[config.mk]
export PLATFORM = sky130hd
export DESIGN_NAME = rr_accum_unit
export DESIGN_NICKNAME = d
export VERILOG_FILES = /design/src/rtl/rr_pkg.sv /design/src/rtl/rr_control.sv /design/src/rtl/rr_datapath.sv /design/src/rtl/rr_accum_unit.sv
export SDC_FILE = /design/constraint.sdc
export NUM_CORES = 1
export LEC_CHECK = 0
export BUFFER_PORTS_ARGS = -buffer_cell sky130_fd_sc_hd__buf_2
export CAP_MARGIN = 15
export CORE_AREA = 2 2 55 67
export DETAILED_ROUTE_END_ITERATION = 16
export DIE_AREA = 0 0 57 69
export PLACE_DENSITY = 0.68
export SLEW_MARGIN = 20
export SYNTH_ARGS = -nofsm -noshare
export SYNTH_HDL_FRONTEND = slang
export SYNTH_SLANG_ARGS = --single-unit
[constraint.sdc]
create_clock -name clk -period 1.8 [get_ports clk]
set_input_delay 0.18 -clock clk [delete_from_list [all_inputs] [get_ports clk]]
set_output_delay 0.18 -clock clk [all_outputs]
set_load 0.03 [all_outputs]
[src/rtl/rr_pkg.sv]
package rr_pkg;
  localparam int FIELD_W = 12;

  // operand-field bit positions; the position is also the priority
  localparam int B_CLR_AC  = 11;
  localparam int B_CLR_E   = 10;
  localparam int B_CMP_AC  = 9;
  localparam int B_CMP_E   = 8;
  localparam int B_ROT_R   = 7;
  localparam int B_ROT_L   = 6;
  localparam int B_INC_AC  = 5;
  localparam int B_SK_POS  = 4;
  localparam int B_SK_NEG  = 3;
  localparam int B_SK_ZERO = 2;
  localparam int B_SK_EZ   = 1;
  localparam int B_HALT    = 0;

  typedef struct packed {
    logic active;
    logic clrAc;
    logic clrE;
    logic cmpAc;
    logic cmpE;
    logic rotR;
    logic rotL;
    logic incAc;
    logic skPos;
    logic skNeg;
    logic skZero;
    logic skEZero;
    logic halt;
  } rrStrobes_t;
endpackage

[src/rtl/rr_control.sv]
module rr_control
  import rr_pkg::*;
#(
  parameter int STEP_W    = 4,
  parameter int OPCODE_W  = 3,
  parameter int RR_OPCODE = 7,
  parameter int EXEC_STEP = 3
) (
  input  logic                clk,
  input  logic                rstN,
  input  logic [OPCODE_W-1:0] opCode,
  input  logic                modeBit,
  input  logic [STEP_W-1:0]   stepCount,
  input  logic [FIELD_W-1:0]  irField,
  output rrStrobes_t          strobes,
  output logic                running
);
  localparam logic [OPCODE_W-1:0] OP_MATCH   = OPCODE_W'(RR_OPCODE);
  localparam logic [STEP_W-1:0]   STEP_MATCH = STEP_W'(EXEC_STEP);

  logic               inStep;
  logic [FIELD_W-1:0] pick;
  logic               runFlag;

  assign inStep = (opCode == OP_MATCH) && !modeBit &&
                  (stepCount == STEP_MATCH) && runFlag;

  // keep only the highest-numbered set bit
  always_comb begin
    pick = '0;
    for (int i = 0; i < FIELD_W; i++) begin
      if (irField[i]) begin
        pick    = '0;
        pick[i] = 1'b1;
      end
    end
  end

  always_comb begin
    strobes         = '0;
    strobes.active  = inStep;
    strobes.clrAc   = inStep & pick[B_CLR_AC];
    strobes.clrE    = inStep & pick[B_CLR_E];
    strobes.cmpAc   = inStep & pick[B_CMP_AC];
    strobes.cmpE    = inStep & pick[B_CMP_E];
    strobes.rotR    = inStep & pick[B_ROT_R];
    strobes.rotL    = inStep & pick[B_ROT_L];
    strobes.incAc   = inStep & pick[B_INC_AC];
    strobes.skPos   = inStep & pick[B_SK_POS];
    strobes.skNeg   = inStep & pick[B_SK_NEG];
    strobes.skZero  = inStep & pick[B_SK_ZERO];
    strobes.skEZero = inStep & pick[B_SK_EZ];
    strobes.halt    = inStep & pick[B_HALT];
  end

  always_ff @(posedge clk or negedge rstN) begin
    if (!rstN)             runFlag <= 1'b1;
    else if (strobes.halt) runFlag <= 1'b0;
  end

  assign running = runFlag;
endmodule

[src/rtl/rr_datapath.sv]
module rr_datapath
  import rr_pkg::*;
#(
  parameter int DATA_W = 16
) (
  input  rrStrobes_t        strobes,
  input  logic [DATA_W-1:0] acIn,
  input  logic              eIn,
  output logic [DATA_W-1:0] acNext,
  output logic              eNext,
  output logic              pcInc,
  output logic              haltStrobe,
  output logic              scClear
);
  localparam int RING_W = DATA_W + 1;

  logic [RING_W-1:0] ring;
  logic [RING_W-1:0] ringRight;
  logic [RING_W-1:0] ringLeft;
  logic              acSign;
  logic              acZero;

  assign ring      = {eIn, acIn};
  assign ringRight = {ring[0], ring[RING_W-1:1]};
  assign ringLeft  = {ring[RING_W-2:0], ring[RING_W-1]};
  assign acSign    = acIn[DATA_W-1];
  assign acZero    = (acIn == '0);

  always_comb begin
    acNext = acIn;
    eNext  = eIn;
    if (strobes.clrAc) acNext = '0;
    if (strobes.clrE)  eNext  = 1'b0;
    if (strobes.cmpAc) acNext = ~acIn;
    if (strobes.cmpE)  eNext  = ~eIn;
    if (strobes.rotR) begin
      acNext = ringRight[DATA_W-1:0];
      eNext  = ringRight[RING_W-1];
    end
    if (strobes.rotL) begin
      acNext = ringLeft[DATA_W-1:0];
      eNext  = ringLeft[RING_W-1];
    end
    if (strobes.incAc) acNext = acIn + DATA_W'(1);
  end

  assign pcInc = (strobes.skPos & ~acSign) | (strobes.skNeg & acSign) |
                 (strobes.skZero & acZero) | (strobes.skEZero & ~eIn);
  assign haltStrobe = strobes.halt;
  assign scClear    = strobes.active;
endmodule

[src/rtl/rr_accum_unit.sv]
module rr_accum_unit
  import rr_pkg::*;
#(
  parameter int DATA_W    = 16,
  parameter int STEP_W    = 4,
  parameter int OPCODE_W  = 3,
  parameter int RR_OPCODE = 7,
  parameter int EXEC_STEP = 3
) (
  input  logic                clk,
  input  logic                rstN,
  input  logic [OPCODE_W-1:0] opCode,
  input  logic                modeBit,
  input  logic [STEP_W-1:0]   stepCount,
  input  logic [11:0]         irField,
  input  logic [DATA_W-1:0]   acIn,
  input  logic                eIn,
  output logic [DATA_W-1:0]   acNext,
  output logic                eNext,
  output logic                pcInc,
  output logic                haltStrobe,
  output logic                scClear,
  output logic                running
);
  rrStrobes_t strobes;

  rr_control #(
    .STEP_W(STEP_W), .OPCODE_W(OPCODE_W),
    .RR_OPCODE(RR_OPCODE), .EXEC_STEP(EXEC_STEP)
  ) u_control (
    .clk(clk), .rstN(rstN), .opCode(opCode), .modeBit(modeBit),
    .stepCount(stepCount), .irField(irField),
    .strobes(strobes), .running(running)
  );

  rr_datapath #(.DATA_W(DATA_W)) u_datapath (
    .strobes(strobes), .acIn(acIn), .eIn(eIn),
    .acNext(acNext), .eNext(eNext), .pcInc(pcInc),
    .haltStrobe(haltStrobe), .scClear(scClear)
  );
endmodule

==> flow_metrics.tcl, run 1 <==
set metrics [dict create \
    wire_per_inst_um 15.7 \
    rsz0062_at_grt "yes" \
    floorplan.die.width_um 57 \
    finalNonFillerCells 323 \
    timing.critical_path.from_type "register" \
    groute.usage.overall 0.239 \
    regToRegStartpoint "u_control.running$_DFFE_PN1P_" \
    syn-instance-count 202 \
    worst_hold_path_type "in2async" \
    areaGrowthSynthToFinish_pct 94.5 \
    final.min_clock_period_ns 2.03 \
    violations_in_the_final_reports "setup timing" \
    path_class "reg2out" \
    first_global_vias 1754 \
    synth_area_mm2 0.00126 \
    initial_antenna_violation_count 0 \
    ioPinCount 60 \
    top_usage_layer "met2" \
    design.final.nets 329 \
    timing.slew.headroom 0.748 \
    worst-slew-pin-transition_ns 0.372 \
    dieArea_mm2 0.00393 \
    sequential_cell_area_um2 26.3 \
    fraction_of_the_cycle_the_final_worst_path_needs 1.13 \
    critPathRequiredTime_ns 1.62 \
    row_count 23 \
    grt_overflow 0 \
    area_of_combinational_cells_with_multiple_inputs_mm2 0.00154 \
    fmaxAchievable_mhz 493 \
    place_hpwl_mm 3.67 \
    setup_ws_ns -0.227 \
    drive_gt1_frac 0.605 \
    portion_of_total_power_attributed_to_the_clock_network 0 \
    synth_seq_area_share 0.0209 \
    power.net_switching_mw 0.223 \
    num-fill-cells 250 \
    global_route.usage.met2 0.424 \
    ys_top_cells_by_area "sky130_fd_sc_hd__o22ai_1, sky130_fd_sc_hd__a21oi_1, sky130_fd_sc_hd__nor2_1" \
    placed_cell_area_mm2 0.00214 \
    initial_utilization 0.383 \
    worst-endpoint-arrival_ns 1.85 \
    design.core.area_mm2 0.00328 \
    power.share.sequential 0.055 \
    grt_max_degree 20 \
    maxCapViolations 0 \
    comb_power_share 0.945 \
    critical_path_peak_fanout 8 \
    iteration_count_of_the_initial_detailed_routing_pass 4 \
    clk_latency_ns 0 \
    power_switching_share 0.535 \
    diodes 0 \
    drt_first_iter_violations 82 \
    antenna_violating_nets_post_route 0 \
    vdd_drop_max_mv 0.140 \
    netlist.top_cell.by_area "sky130_fd_sc_hd__o22ai_1" \
    drt-vias-per-instance 5.87 \
    synth.top_cell.area_share 0.110 \
    fp.dieH_um 69 \
    holdBufCountCts 0 \
    power_leakage_nw 0.977 \
    synth_cell_type_count 44 \
    worstSetupStartpoint "u_control.running$_DFFE_PN1P_" \
    power_density_mw_per_mm2 170 \
    run_status "finished, violations left" \
    detailroute.via_count 1896 \
    synthesized_net_count 243 \
    drcViolationCount 0 \
    cts.reportedPaths.clkPinSlew_ns 0 \
    postRouteWirelength_mm 5.08 \
    synth.avg_cell_area_um2 6.22 \
    finalSetupViolCount 20 \
    input_output_buffers 59 \
    gp_routability_congestion 0.858 \
    finClkSkew_ns 0 \
    grtUsageMet1 0.311 \
    ys_ff_latch 1 \
    number_of_flip_flops_in_the_largest_register 1 \
    dp.cells 316 \
    timing.critical_path.to_type "primary output" \
    timing.final.hold_violations 0 \
    yosys_warnings 0 \
    cellInternalPower_mw 0.194 \
    final_number_of_max_transition_violations 0 \
    post_layout_inst_area_mm2 0.00244 \
    grt_pass1_wl_mm 8.05 \
    met3_usage 0.0188 \
]
synthesized netlist by cell type:
| cell | number |
|---|---|
| sky130_fd_sc_hd__nor2_1 | 26 |
| sky130_fd_sc_hd__o22ai_1 | 22 |
| sky130_fd_sc_hd__a21oi_1 | 21 |
| sky130_fd_sc_hd__buf_2 | 14 |
| sky130_fd_sc_hd__a211oi_1 | 12 |
| sky130_fd_sc_hd__xnor2_1 | 11 |
| sky130_fd_sc_hd__nor2b_1 | 9 |
| sky130_fd_sc_hd__nor3_1 | 8 |
| sky130_fd_sc_hd__o21ai_0 | 8 |
| sky130_fd_sc_hd__clkbuf_1 | 7 |
| sky130_fd_sc_hd__inv_1 | 6 |
| sky130_fd_sc_hd__nand2_1 | 6 |
| sky130_fd_sc_hd__nand3_1 | 5 |
| sky130_fd_sc_hd__nand4_1 | 4 |
| sky130_fd_sc_hd__nor4_1 | 3 |
| sky130_fd_sc_hd__and4_1 | 2 |
| sky130_fd_sc_hd__ha_1 | 2 |
| sky130_fd_sc_hd__nand2b_1 | 2 |
| sky130_fd_sc_hd__nand3_2 | 2 |
| sky130_fd_sc_hd__nor3_2 | 2 |
| sky130_fd_sc_hd__nor3b_1 | 2 |
| sky130_fd_sc_hd__nor4_2 | 2 |
| sky130_fd_sc_hd__nor4b_1 | 2 |
| sky130_fd_sc_hd__o21ai_1 | 2 |
| sky130_fd_sc_hd__or3_1 | 2 |
| sky130_fd_sc_hd__xor2_1 | 2 |
| sky130_fd_sc_hd__a2111oi_0 | 1 |
| sky130_fd_sc_hd__a21o_1 | 1 |
| sky130_fd_sc_hd__a22oi_1 | 1 |
| sky130_fd_sc_hd__and2_1 | 1 |
| sky130_fd_sc_hd__and3_1 | 1 |
| sky130_fd_sc_hd__and3b_1 | 1 |
| sky130_fd_sc_hd__and4_4 | 1 |
| sky130_fd_sc_hd__and4bb_2 | 1 |
| sky130_fd_sc_hd__buf_6 | 1 |
| sky130_fd_sc_hd__clkinv_1 | 1 |
| sky130_fd_sc_hd__dfstp_2 | 1 |
| sky130_fd_sc_hd__mux2i_1 | 1 |
| sky130_fd_sc_hd__nand2_2 | 1 |
| sky130_fd_sc_hd__nand3_4 | 1 |
| sky130_fd_sc_hd__nand4_4 | 1 |
| sky130_fd_sc_hd__o21ai_2 | 1 |
| sky130_fd_sc_hd__o2bb2ai_1 | 1 |
| sky130_fd_sc_hd__or2b_1 | 1 |
critical path, cell delays in order, from the launching register on:
cell and delay, ns:
sky130_fd_sc_hd__dfstp_2 0.51, sky130_fd_sc_hd__and4bb_2 0.32, sky130_fd_sc_hd__nand3_4 0.17, sky130_fd_sc_hd__or3_1 0.43, sky130_fd_sc_hd__a21oi_2 0.19, sky130_fd_sc_hd__o21ai_2 0.09
sky130_fd_sc_hd__buf_6 0.14
what timing repair did:
item / CTS / global route
buffers inserted: 2 / 5
resized for setup: 41 / 29
pin swaps: 5 / 7
endpoints found under the setup margin: 19 / 20
cells in the final DEF, fill, tap and decap left out, types with 2 or more instances in the layout:
cell                       count
sky130_fd_sc_hd__nand2b_1      2
sky130_fd_sc_hd__nor4_1        2
sky130_fd_sc_hd__a21oi_2       5
sky130_fd_sc_hd__nand3_4       2
sky130_fd_sc_hd__nor3_4        2
sky130_fd_sc_hd__buf_12        2
sky130_fd_sc_hd__nand4_1       4
sky130_fd_sc_hd__ha_1          2
sky130_fd_sc_hd__inv_1         6
sky130_fd_sc_hd__and4_1        2
sky130_fd_sc_hd__buf_2        41
sky130_fd_sc_hd__or3_1         2
sky130_fd_sc_hd__o21ai_2       6
sky130_fd_sc_hd__o22ai_1       5
sky130_fd_sc_hd__nor3_2        4
sky130_fd_sc_hd__o22ai_4       8
sky130_fd_sc_hd__a211oi_2      2
sky130_fd_sc_hd__nor3b_1       2
sky130_fd_sc_hd__xnor2_1      11
sky130_fd_sc_hd__nand2_4       2
sky130_fd_sc_hd__a211oi_4      7
sky130_fd_sc_hd__buf_4        43
sky130_fd_sc_hd__o21ai_1       2
sky130_fd_sc_hd__nand2_1       5
sky130_fd_sc_hd__o21ai_0       2
sky130_fd_sc_hd__nor2_4        7
sky130_fd_sc_hd__buf_6        19
sky130_fd_sc_hd__a21oi_1      16
sky130_fd_sc_hd__nor3_1        4
sky130_fd_sc_hd__nor4_2        2
sky130_fd_sc_hd__xor2_1        2
sky130_fd_sc_hd__nor4b_1       2
sky130_fd_sc_hd__nor2_1       18
sky130_fd_sc_hd__nand3_1       5
sky130_fd_sc_hd__o22ai_2       9
sky130_fd_sc_hd__nor2b_1       9
sky130_fd_sc_hd__a211oi_1      3
final timing paths:
path / end / cells past startpoint / slack, ns
setup / recovery: eNext / 6 / -0.23
hold / removal: u_control.running$_DFFE_PN1P_ / 1 / 0.11
setup reg to reg: u_control.running$_DFFE_PN1P_ / 8 / -0.02
hold reg to reg: u_control.running$_DFFE_PN1P_ / 1 / 0.48
max in group asynchronous: u_control.running$_DFFE_PN1P_ / 1 / 1.67
min in group clk: u_control.running$_DFFE_PN1P_ / 1 / 0.48
area by class of cell:
type / instances / area share
timing repair buffer: 106 / 0.326
multi-input combinational: 172 / 0.631
sequential: 1 / 0.0108
inverter: 7 / 0.0128
tap: 37 / 0.0189
power groups by stage:
stage	Combinational [mW]	Clock [mW]	Sequential (mW)
6_report	0.394	0	0.0229
3_5_place_dp	0.346	0	0.0229
2_1_floorplan	0.217	0	0.0229
5_1_grt	0.419	0	0.0229
3_3_place_gp	0.343	0	0.0229
4_1_cts	0.374	0	0.0229
routing by layer:
layer,vias up,wire [um]
met4,0,85
met3,10,334
met1,884,2080
met2,86,2580
li1,916,-
met5,-,0
logic make-up (layout without fill, tap and decap cells):
| logic type | Yosys count | count (layout) | share of synthesized area |
|---|---|---|---|
| AND/OR/NAND/NOR | 86 | 86 | 0.416 |
| AO/OA/AOI/OAI | 70 | 70 | 0.338 |
| buffers and inverters | 29 | 113 | 0.107 |
| XOR/XNOR | 13 | 13 | 0.0906 |
| adder cells (fa/ha/maj) | 2 | 2 | 0.0199 |
| multiplexers | 1 | 1 | 0.00797 |
| flip-flops | 1 | 1 | 0.0209 |
metrics by stage:
| stage | setup TNS [ns] | utilization | hold WS, ns | setup WS, ns | total power [mW] |
|---|---|---|---|---|---|
| floorplan | -2.95 | - | 0.0322 | -0.226 | 0.240 |
| detailed placement | -3.77 | 0.653 | 0.117 | -0.256 | 0.368 |
| finish | -3.04 | 0.745 | 0.114 | -0.227 | 0.417 |
| CTS | -2.98 | 0.698 | 0.117 | -0.191 | 0.396 |
| global route | -4.08 | 0.745 | 0.120 | -0.264 | 0.442 |
| global placement | -3.32 | 0.653 | 0.116 | -0.240 | 0.366 |
Note: power is estimated with default switching activity, not from simulation.
==> run 2, diff against run 1 <==
- clock period: 1.8 -> 2.5 ns (I/O delays scaled with it)
==> flow_metrics.tcl, run 2 (synthesis results as in run 1) <==
set metrics [dict create \
    run_status "finished clean" \
    cts_resized 0 \
    path_class "reg2out" \
    maxCapViolations 0 \
    setup_ws_ns 0.400 \
    grt_overflow 0 \
    clk_latency_ns 0 \
    regToRegEndpoint "u_control.running$_DFFE_PN1P_" \
    cellInternalPower_mw 0.0896 \
    power_leakage_nw 0.604 \
    worst-slew-pin-transition_ns 0.594 \
    timing.final.hold_violations 0 \
    worst-endpoint-arrival_ns 1.85 \
    pre_cts_ws_ns 0.425 \
    sequential_cell_area_um2 26.3 \
    highest_count_cells_in_the_layout_ignoring_fill_and_taps "sky130_fd_sc_hd__buf_2, sky130_fd_sc_hd__nor2_1, sky130_fd_sc_hd__o22ai_1, sky130_fd_sc_hd__a21oi_1, sky130_fd_sc_hd__a211oi_1" \
    reg2reg_depth 5 \
    antenna_violating_nets_post_route 0 \
    timing.critical_path.from_type "register" \
    initial_utilization 0.383 \
    initial_antenna_violation_count 0 \
    cts_post_setup_buffers_inserted 0 \
    detailroute.via_count 1655 \
    fraction_of_the_cycle_the_final_worst_path_needs 0.840 \
    design.final.nets 288 \
    rsz0062_at_grt "no" \
    power_density_mw_per_mm2 137 \
    num-fill-cells 371 \
    comb_power_share 0.921 \
    cts.reportedPaths.clkPinSlew_ns 0 \
    wire_per_inst_um 13.9 \
    diodes 0 \
    worst_path_largest_cell_delay_ns 0.51 \
    power.share.sequential 0.079 \
    final_number_of_max_transition_violations 0 \
    worstSetupStartpoint "u_control.running$_DFFE_PN1P_" \
    timing.slew.headroom 0.604 \
    groute.usage.overall 0.192 \
    drive_gt1_frac 0.318 \
    final.setup.tns_ns 0 \
    regToRegStartpoint "u_control.running$_DFFE_PN1P_" \
    drcViolationCount 0 \
    worstPathBufferInverterCount 1 \
    regToRegSetupSlack_ns 0.86 \
    ioPinCount 60 \
    largest_delay_share_family_worst_path "compound AO/OA/AOI/OAI gates" \
    dieArea_mm2 0.00393 \
    timing.critical_path.cells "and4bb_2 -> nand3_4 -> a2111oi_0 -> a21oi_1 -> o21ai_0 -> buf_2" \
    drt-vias-per-instance 5.87 \
    input_output_buffers 59 \
    gp_routability_congestion 0.965 \
    grt_pass1_wl_mm 6.57 \
    design.core.area_mm2 0.00328 \
    grt_max_degree 24 \
    place_hpwl_mm 2.98 \
    fmaxAchievable_mhz 476 \
    areaGrowthSynthToFinish_pct 22.2 \
    floorplan.die.width_um 57 \
    vdd_drop_max_mv 0.111 \
    first_global_vias 1480 \
    most_common_cell_after_layout_fill_and_taps_aside "sky130_fd_sc_hd__buf_2" \
    portion_of_total_power_attributed_to_the_clock_network 0 \
    final.min_clock_period_ns 2.10 \
    finClkSkew_ns 0 \
    postRouteWirelength_mm 3.91 \
    iteration_count_of_the_initial_detailed_routing_pass 4 \
    area_of_combinational_cells_with_multiple_inputs_mm2 0.00110 \
    timing.critical_path.to_type "primary output" \
    power_switching_share 0.574 \
    critPathRequiredTime_ns 2.25 \
    critical_path.endpoint "eNext" \
    fp.dieH_um 69 \
    holdBufCountCts 0 \
    cp_slowest_cell "sky130_fd_sc_hd__dfstp_2" \
    finalSetupViolCount 0 \
    row_count 23 \
    worst_hold_path_type "in2async" \
    critical_path_peak_fanout 8 \
    cp.depth 6 \
    number_of_flip_flops_in_the_largest_register 1 \
    drt_first_iter_violations 84 \
    power.net_switching_mw 0.121 \
]
==> run 2: metrics by stage <==
| step | hold WS (ns) | cell area, um2 | utilization | power (mW) | instances |
|---|---|---|---|---|---|
| floorplan | 0.102 | 1260 | - | 0.144 | 202 |
| global placement | 0.186 | 1540 | 0.468 | 0.209 | 282 |
| detailed placement | 0.187 | 1540 | 0.468 | 0.210 | 282 |
| CTS | 0.187 | 1540 | 0.468 | 0.210 | 282 |
| global route | 0.188 | 1540 | 0.468 | 0.228 | 282 |
| finish | 0.184 | 1540 | 0.468 | 0.210 | 282 |
==> run 2: routing by layer <==
| layer | vias to the layer above | global-route usage | part of all wire |
|---|---|---|---|
| li1 | 848 | - | - |
| met1 | 731 | 0.255 | 0.43 |
| met2 | 72 | 0.352 | 0.49 |
| met3 | 4 | 0.00938 | 0.072 |
| met4 | 0 | 0.0129 | 0.0061 |
| met5 | - | 0 | 0 |
==> run 2: power groups by stage <==
stage | Sequential, mW | Combinational [mW] | Clock, mW
detailed placement | 0.0165 | 0.193 | 0
floorplan | 0.0165 | 0.127 | 0
finish | 0.0165 | 0.194 | 0
CTS | 0.0165 | 0.194 | 0
global route | 0.0165 | 0.212 | 0
global placement | 0.0165 | 0.193 | 0
==> run 2: area by class of cell <==
class | instances | share of cell area
Multi-Input combinational cell | 172 | 0.714
Timing Repair Buffer | 65 | 0.222
Tap cell | 37 | 0.0302
Sequential cell | 1 | 0.0171
Inverter | 7 | 0.0171
==> run 2: worst reg2reg max path, delay by kind of cell, from the launching register on <==
kind,cells,cell delay [ns]
AND/OR/NAND/NOR,5,1.04
flip-flops,1,0.51
==> run 2: worst min-delay path by stage <==
stage | cells after the start | to
global route | 1 | u_control.running$_DFFE_PN1P_
finish | 1 | u_control.running$_DFFE_PN1P_
global placement | 1 | u_control.running$_DFFE_PN1P_
floorplan | 0 | u_control.running$_DFFE_PN1P_
CTS | 1 | u_control.running$_DFFE_PN1P_
detailed placement | 1 | u_control.running$_DFFE_PN1P_
